**src/rtl/lat_hist_pkg.sv**
```systemverilog
package lat_hist_pkg;

  localparam int NUM_BOUNDED = 8;
  localparam int NUM_BINS    = NUM_BOUNDED + 1;
  localparam int BIN_IDX_W   = $clog2(NUM_BINS);

  // Inclusive upper latency limit of each bounded bin, lowest index first.
  function automatic logic [31:0] binLimit(input int idx);
    case (idx)
      0:       binLimit = 32'd1;
      1:       binLimit = 32'd2;
      2:       binLimit = 32'd5;
      3:       binLimit = 32'd10;
      4:       binLimit = 32'd20;
      5:       binLimit = 32'd50;
      6:       binLimit = 32'd100;
      default: binLimit = 32'd1000;
    endcase
  endfunction

  // Strobes from classification control to the counter bank.
  typedef struct packed {
    logic                 clrAll;
    logic                 bump;
    logic [BIN_IDX_W-1:0] binSel;
  } histCmd_t;

endpackage

```
**src/rtl/lat_hist_ctrl.sv**
```systemverilog
module lat_hist_ctrl
  import lat_hist_pkg::*;
#(
  parameter int TS_W = 16
) (
  input  logic [TS_W-1:0] armedStamp,
  input  logic [TS_W-1:0] serviceStamp,
  input  logic            serviceStrobe,
  input  logic            clearReq,
  output histCmd_t        cmd
);

  logic [TS_W-1:0]      latency;
  logic [31:0]          latWide;
  logic [BIN_IDX_W-1:0] chosen;

  // Wraps naturally at TS_W bits.
  assign latency = serviceStamp - armedStamp;
  assign latWide = 32'(latency);

  // Scan downward so the lowest matching index is the last one written.
  always_comb begin
    chosen = BIN_IDX_W'(NUM_BOUNDED);
    for (int i = NUM_BOUNDED - 1; i >= 0; i--) begin
      if (latWide <= binLimit(i)) chosen = BIN_IDX_W'(i);
    end
  end

  always_comb begin
    cmd.clrAll = clearReq;
    cmd.bump   = serviceStrobe & ~clearReq;
    cmd.binSel = chosen;
  end

endmodule

```
**src/rtl/lat_hist_bank.sv**
```systemverilog
module lat_hist_bank
  import lat_hist_pkg::*;
#(
  parameter int CNT_W = 32
) (
  input  logic                 clk,
  input  logic                 rstN,
  input  histCmd_t             cmd,
  input  logic [BIN_IDX_W-1:0] rdIdx,
  output logic [CNT_W-1:0]     rdData,
  output logic [CNT_W-1:0]     binCount [NUM_BINS]
);

  localparam logic [CNT_W-1:0] SAT_VAL = {CNT_W{1'b1}};

  for (genvar g = 0; g < NUM_BINS; g++) begin : gBin
    logic hit;
    assign hit = cmd.bump && (cmd.binSel == BIN_IDX_W'(g));

    always_ff @(posedge clk or negedge rstN) begin
      if (!rstN) begin
        binCount[g] <= '0;
      end else if (cmd.clrAll) begin
        binCount[g] <= '0;
      end else if (hit && (binCount[g] != SAT_VAL)) begin
        binCount[g] <= binCount[g] + 1'b1;
      end
    end
  end

  always_comb begin
    rdData = '0;
    if (rdIdx < BIN_IDX_W'(NUM_BINS)) rdData = binCount[rdIdx];
  end

endmodule

```
**src/rtl/latency_histogram.sv**
```systemverilog
module latency_histogram
  import lat_hist_pkg::*;
#(
  parameter int TS_W  = 16,
  parameter int CNT_W = 32
) (
  input  logic                 clk,
  input  logic                 rstN,
  input  logic [TS_W-1:0]      armedStamp,
  input  logic [TS_W-1:0]      serviceStamp,
  input  logic                 serviceStrobe,
  input  logic                 clearReq,
  input  logic [BIN_IDX_W-1:0] rdIdx,
  output logic [CNT_W-1:0]     rdData
);

  histCmd_t   cmd;
  logic [CNT_W-1:0] binCount [NUM_BINS];

  lat_hist_ctrl #(.TS_W(TS_W)) u_ctrl (
    .armedStamp   (armedStamp),
    .serviceStamp (serviceStamp),
    .serviceStrobe(serviceStrobe),
    .clearReq     (clearReq),
    .cmd          (cmd)
  );

  lat_hist_bank #(.CNT_W(CNT_W)) u_bank (
    .clk     (clk),
    .rstN    (rstN),
    .cmd     (cmd),
    .rdIdx   (rdIdx),
    .rdData  (rdData),
    .binCount(binCount)
  );

endmodule

```
**config.mk**
```make
export PLATFORM = sky130hd
export DESIGN_NAME = latency_histogram
export DESIGN_NICKNAME = d
export VERILOG_FILES = /design/src/rtl/lat_hist_pkg.sv /design/src/rtl/lat_hist_ctrl.sv /design/src/rtl/lat_hist_bank.sv /design/src/rtl/latency_histogram.sv
export SDC_FILE = /design/constraint.sdc
export NUM_CORES = 1
export LEC_CHECK = 0
export BUFFER_PORTS_ARGS = -buffer_cell sky130_fd_sc_hd__buf_2
export CORE_ASPECT_RATIO = 0.7
export CORE_MARGIN = 8
export CORE_UTILIZATION = 30
export CTS_CLUSTER_DIAMETER = 150
export CTS_CLUSTER_SIZE = 28
export DETAILED_ROUTE_END_ITERATION = 6
export GPL_TIMING_DRIVEN = 0
export PLACE_DENSITY_LB_ADDON = 0.12
export RECOVER_POWER = 100
export SLEW_MARGIN = 10
export SYNTH_ARGS = -nofsm -noshare
export SYNTH_HDL_FRONTEND = slang
export SYNTH_SLANG_ARGS = --single-unit
```
**constraint.sdc**
```tcl
create_clock -name clk -period 3.75 [get_ports clk]
set_input_delay 0.1875 -clock clk [delete_from_list [all_inputs] [get_ports clk]]
set_output_delay 0.1875 -clock clk [all_outputs]
set_load 0.1 [all_outputs]
```
==> summary.log <==
qor: setup_path.critical_path.startpoint_type register
qor: synthesis.yosysWarningCount 0
qor: place.port_buf_inserts 69
qor: detailed_routing.routed_wl 81.2 mm
qor: sta.final_min_period_over_clock_period 97.2%
qor: floorplan.io_pins 72
qor: cells_and_area.layout-area-overhead-vs-synth 13.2%
qor: setup_path.worstPathRequired 4.13 ns
qor: sta.slew_at_the_pin_with_the_worst_max_slew_slack 2.09 ns
qor: power.power_density 279 nW/um2
qor: power.cell_internal_pwr 4130 uW
qor: synthesis.synthFlopType sky130_fd_sc_hd__dfrtp_1
qor: sta.max_slew_margin -39.3%
qor: floorplan.fp-row-count 77
qor: setup_path.worstSetupPathType reg2reg
qor: status.outcome complete, but fails checks
qor: synthesis.synth.net_count 2243
qor: power.pwr-share-clk 32.0%
qor: detailed_routing.drt_drc_violations_left 0
qor: flow_run.cap_viol_max_count 1
qor: clock_tree.clkSinkCount 288
qor: clock_tree.clockBufferDepth 3
qor: synthesis.syn-mean-instance-area 8.76 um2
qor: synthesis.synthMostInstantiatedCell sky130_fd_sc_hd__dfrtp_1
qor: cells_and_area.num-nets-final 2349
qor: clock_tree.clk_root_buffer_cell sky130_fd_sc_hd__clkbuf_16
qor: sta.rsz0062_at_grt true
qor: global_routing.wire_length_of_the_first_global_routing_pass 119 mm
qor: detailed_routing.drt_pass1_iterations 5
qor: synthesis.syn_inst 2178
qor: power.share_comb_of_total_power 16.3%
qor: synthesis.synth_top_cell_area_share 37.8%
qor: clock_tree.clk_transition_reported_paths 0.12 ns
qor: floorplan.start_util 30.3%
qor: power.netSwitchingFraction 31.5%
qor: sta.drv_slew 70
qor: floorplan.dieHeight 227 um
qor: floorplan.floorplan.die.width 317 um
qor: clock_tree.h_tree_level_count 1
qor: setup_path.arrival 4.02 ns
qor: cells_and_area.largest_registers u_bank.binCount x288
qor: global_routing.grt_antenna_before_repair 2
qor: cells_and_area.drive_gt1_share 14.9%
qor: power.power.net_switching 1900 uW
qor: sta.skew 0.0347 ns
qor: sta.whs 0.355 ns
qor: power.totalPowerFinal 6020 uW
qor: synthesis.ys_top_cells_by_count sky130_fd_sc_hd__dfrtp_1, sky130_fd_sc_hd__nand2_1, sky130_fd_sc_hd__nor2_1
qor: detailed_routing.vias 18400
qor: global_routing.grt_pass1_vias 17100
qor: sta.setup_viol 0
qor: cells_and_area.fin_area 21600 um2
qor: cells_and_area.final-seq-area 7210 um2
qor: clock_tree.tritoncts_clock_tree yes
qor: sta.timing.final.crit_period 3.65 ns
qor: power.irDropWorstVdd 0.000222 V
qor: synthesis.ys_seq_elements 288
qor: floorplan.core_region_area 63000 um2
qor: global_routing.grtUsageTotal 21.8%
qor: place.detailedPlacementHpwl 62.4 mm
qor: sta.setup_total_negative_slack 0 ns
qor: global_routing.maximum_number_of_pins_on_one_net_before_global_route_repair 83
qor: sta.max_clock_freq 274 MHz
qor: synthesis.synth_cell_type_count 79
qor: setup_path.critPathMaxFanout 10
qor: setup_path.timing.critical_path.to_type register
qor: synthesis.ys_async_sr_fraction 100%
qor: detailed_routing.wire_per_inst 26.1 um
qor: cells_and_area.largest_register u_bank.binCount
qor: cells_and_area.area_of_the_multi_input_gates 11500 um2
qor: synthesis.synth-edff-count 0
qor: global_routing.grt_overflow 0
qor: synthesis.synth_top_area_cell sky130_fd_sc_hd__dfrtp_1
qor: detailed_routing.detail_route.vias_per_cell 5.90
qor: cells_and_area.largest_register_ff_count 288
qor: power.seq_power_share 51.6%
qor: synthesis.netlist_area 19100 um2
qor: synthesis.synth.top_cells.by_area sky130_fd_sc_hd__dfrtp_1, sky130_fd_sc_hd__mux4_2, sky130_fd_sc_hd__a21oi_1
qor: place.placement.cell_area 20700 um2
qor: hold_path.timing.hold.worst.class in2reg
qor: detailed_routing.initialDrtViolationCount 2128
qor: cells_and_area.fill_cells 6596
qor: detailed_routing.antenna_violating_nets_post_route 0
qor: floorplan.die_area 72000 um2
qor: power.power_leakage 0.00805 uW
qor: sta.hold_viol 0
qor: place.gpl.final_weighted_congestion 0.945
qor: status.failed_checks max-capacitance violations, max-slew violations
qor: clock_tree.cts_buffers 14
qor: synthesis.yosysSeqAreaShare 37.8%
qor: clock_tree.clock_latency 0.54 ns
## what timing repair did
action                                 CTS  global route
hold buffers                             1             0
endpoints found under the hold margin   67             0
setup buffers                            6            15
setup endpoints to repair              275           213
gates resized for setup                 57            63
pin swaps                                4            12
## power by group through the flow
stage | logic (uW) | clock network (uW) | registers, uW
after floorplan | 512 | 0 | 3170
after global placement | 866 | 0 | 3170
after detailed placement | 894 | 0 | 3170
after CTS | 940 | 1970 | 3110
after global routing | 1050 | 2060 | 3110
final | 985 | 1930 | 3110
## worst paths after layout
check / to / from / cells past startpoint / slack [ns]
setup / recovery: u_bank.binCount[161] / u_bank.binCount[165] / 12 / 0.10
hold / removal: u_bank.binCount[17] / clearReq / 5 / 0.36
setup reg to reg: u_bank.binCount[161] / u_bank.binCount[165] / 12 / 0.10
hold reg to reg: u_bank.binCount[8] / u_bank.binCount[8] / 1 / 0.51
max in group asynchronous: u_bank.binCount[95] / rstN / 3 / 0.72
min in group asynchronous: u_bank.binCount[184] / rstN / 2 / 0.74
## cell families after synthesis
logic type | after synthesis | synth area share (%)
compound gates | 463 | 14.8
fa+ha+maj | 25 | 1.68
flops | 288 | 37.8
buf+inv | 219 | 4.45
simple gates | 968 | 27.3
xor+xnor | 103 | 4.73
mux | 112 | 9.31
## through the flow
step           setup WS [ns]  util (%)  std cells
2_1_floorplan       -0.00632         -       2178
3_3_place_gp           -3.78      32.6       3076
3_5_place_dp           -1.88      32.8       3080
4_1_cts               -0.239      33.9       3100
5_1_grt              -0.0748      34.3       3113
6_report               0.104      34.3       3115
## final cells by class
cell class	instances	area share, %
antenna	2	0.0232
buffer	132	2.82
clock buffer	15	1.74
clock inverter	1	0.0927
inverter	82	1.43
multi-input combinational	1671	53.1
sequential	288	33.4
tap	829	4.80
timing repair buffer	95	2.63
## cell usage in the layout, fill, tap and decap left out, types with 13 or more instances in the layout
master / count
sky130_fd_sc_hd__a21oi_1: 163
sky130_fd_sc_hd__and2_1: 19
sky130_fd_sc_hd__and3_1: 45
sky130_fd_sc_hd__and4_1: 23
sky130_fd_sc_hd__buf_2: 77
sky130_fd_sc_hd__buf_4: 23
sky130_fd_sc_hd__clkbuf_1: 81
sky130_fd_sc_hd__clkbuf_16: 15
sky130_fd_sc_hd__clkbuf_2: 26
sky130_fd_sc_hd__dfrtp_1: 288
sky130_fd_sc_hd__ha_1: 24
sky130_fd_sc_hd__inv_1: 81
sky130_fd_sc_hd__mux2_2: 34
sky130_fd_sc_hd__mux2i_1: 27
sky130_fd_sc_hd__mux4_2: 49
sky130_fd_sc_hd__nand2_1: 188
sky130_fd_sc_hd__nand3_1: 113
sky130_fd_sc_hd__nand4_1: 72
sky130_fd_sc_hd__nor2_1: 166
sky130_fd_sc_hd__nor2b_1: 28
sky130_fd_sc_hd__nor3_1: 28
sky130_fd_sc_hd__nor4_1: 53
sky130_fd_sc_hd__o21a_1: 13
sky130_fd_sc_hd__o21ai_0: 108
sky130_fd_sc_hd__o21ai_1: 19
sky130_fd_sc_hd__o22ai_1: 17
sky130_fd_sc_hd__o31ai_1: 43
sky130_fd_sc_hd__o31ai_2: 16
sky130_fd_sc_hd__or2_2: 18
sky130_fd_sc_hd__or3_1: 101
sky130_fd_sc_hd__or4_1: 51
sky130_fd_sc_hd__xnor2_1: 66
sky130_fd_sc_hd__xor2_1: 34
## worst max-delay path, cell delays in order, from the launching register on
cell and delay [ns]:
sky130_fd_sc_hd__dfrtp_1 0.56, sky130_fd_sc_hd__and4_1 0.29, sky130_fd_sc_hd__nand3_1 0.21, sky130_fd_sc_hd__nor3_4 0.42, sky130_fd_sc_hd__nand2_1 0.14, sky130_fd_sc_hd__nor4_1 0.48, sky130_fd_sc_hd__or2_2 0.23, sky130_fd_sc_hd__or3_1 0.10
sky130_fd_sc_hd__clkbuf_1 0.23, sky130_fd_sc_hd__buf_2 0.30, sky130_fd_sc_hd__clkbuf_4 0.27, sky130_fd_sc_hd__mux2i_1 0.20, sky130_fd_sc_hd__nor2_1 0.05
## layer usage
layer	vias to the layer above	global-route usage, %	wire length [um]
li1	8284	-	-
met1	9269	35.2	41200
met2	760	28.8	30600
met3	73	4.72	7650
met4	0	4.41	1690
met5	-	0	0
Power figures use the tool's default switching activity.
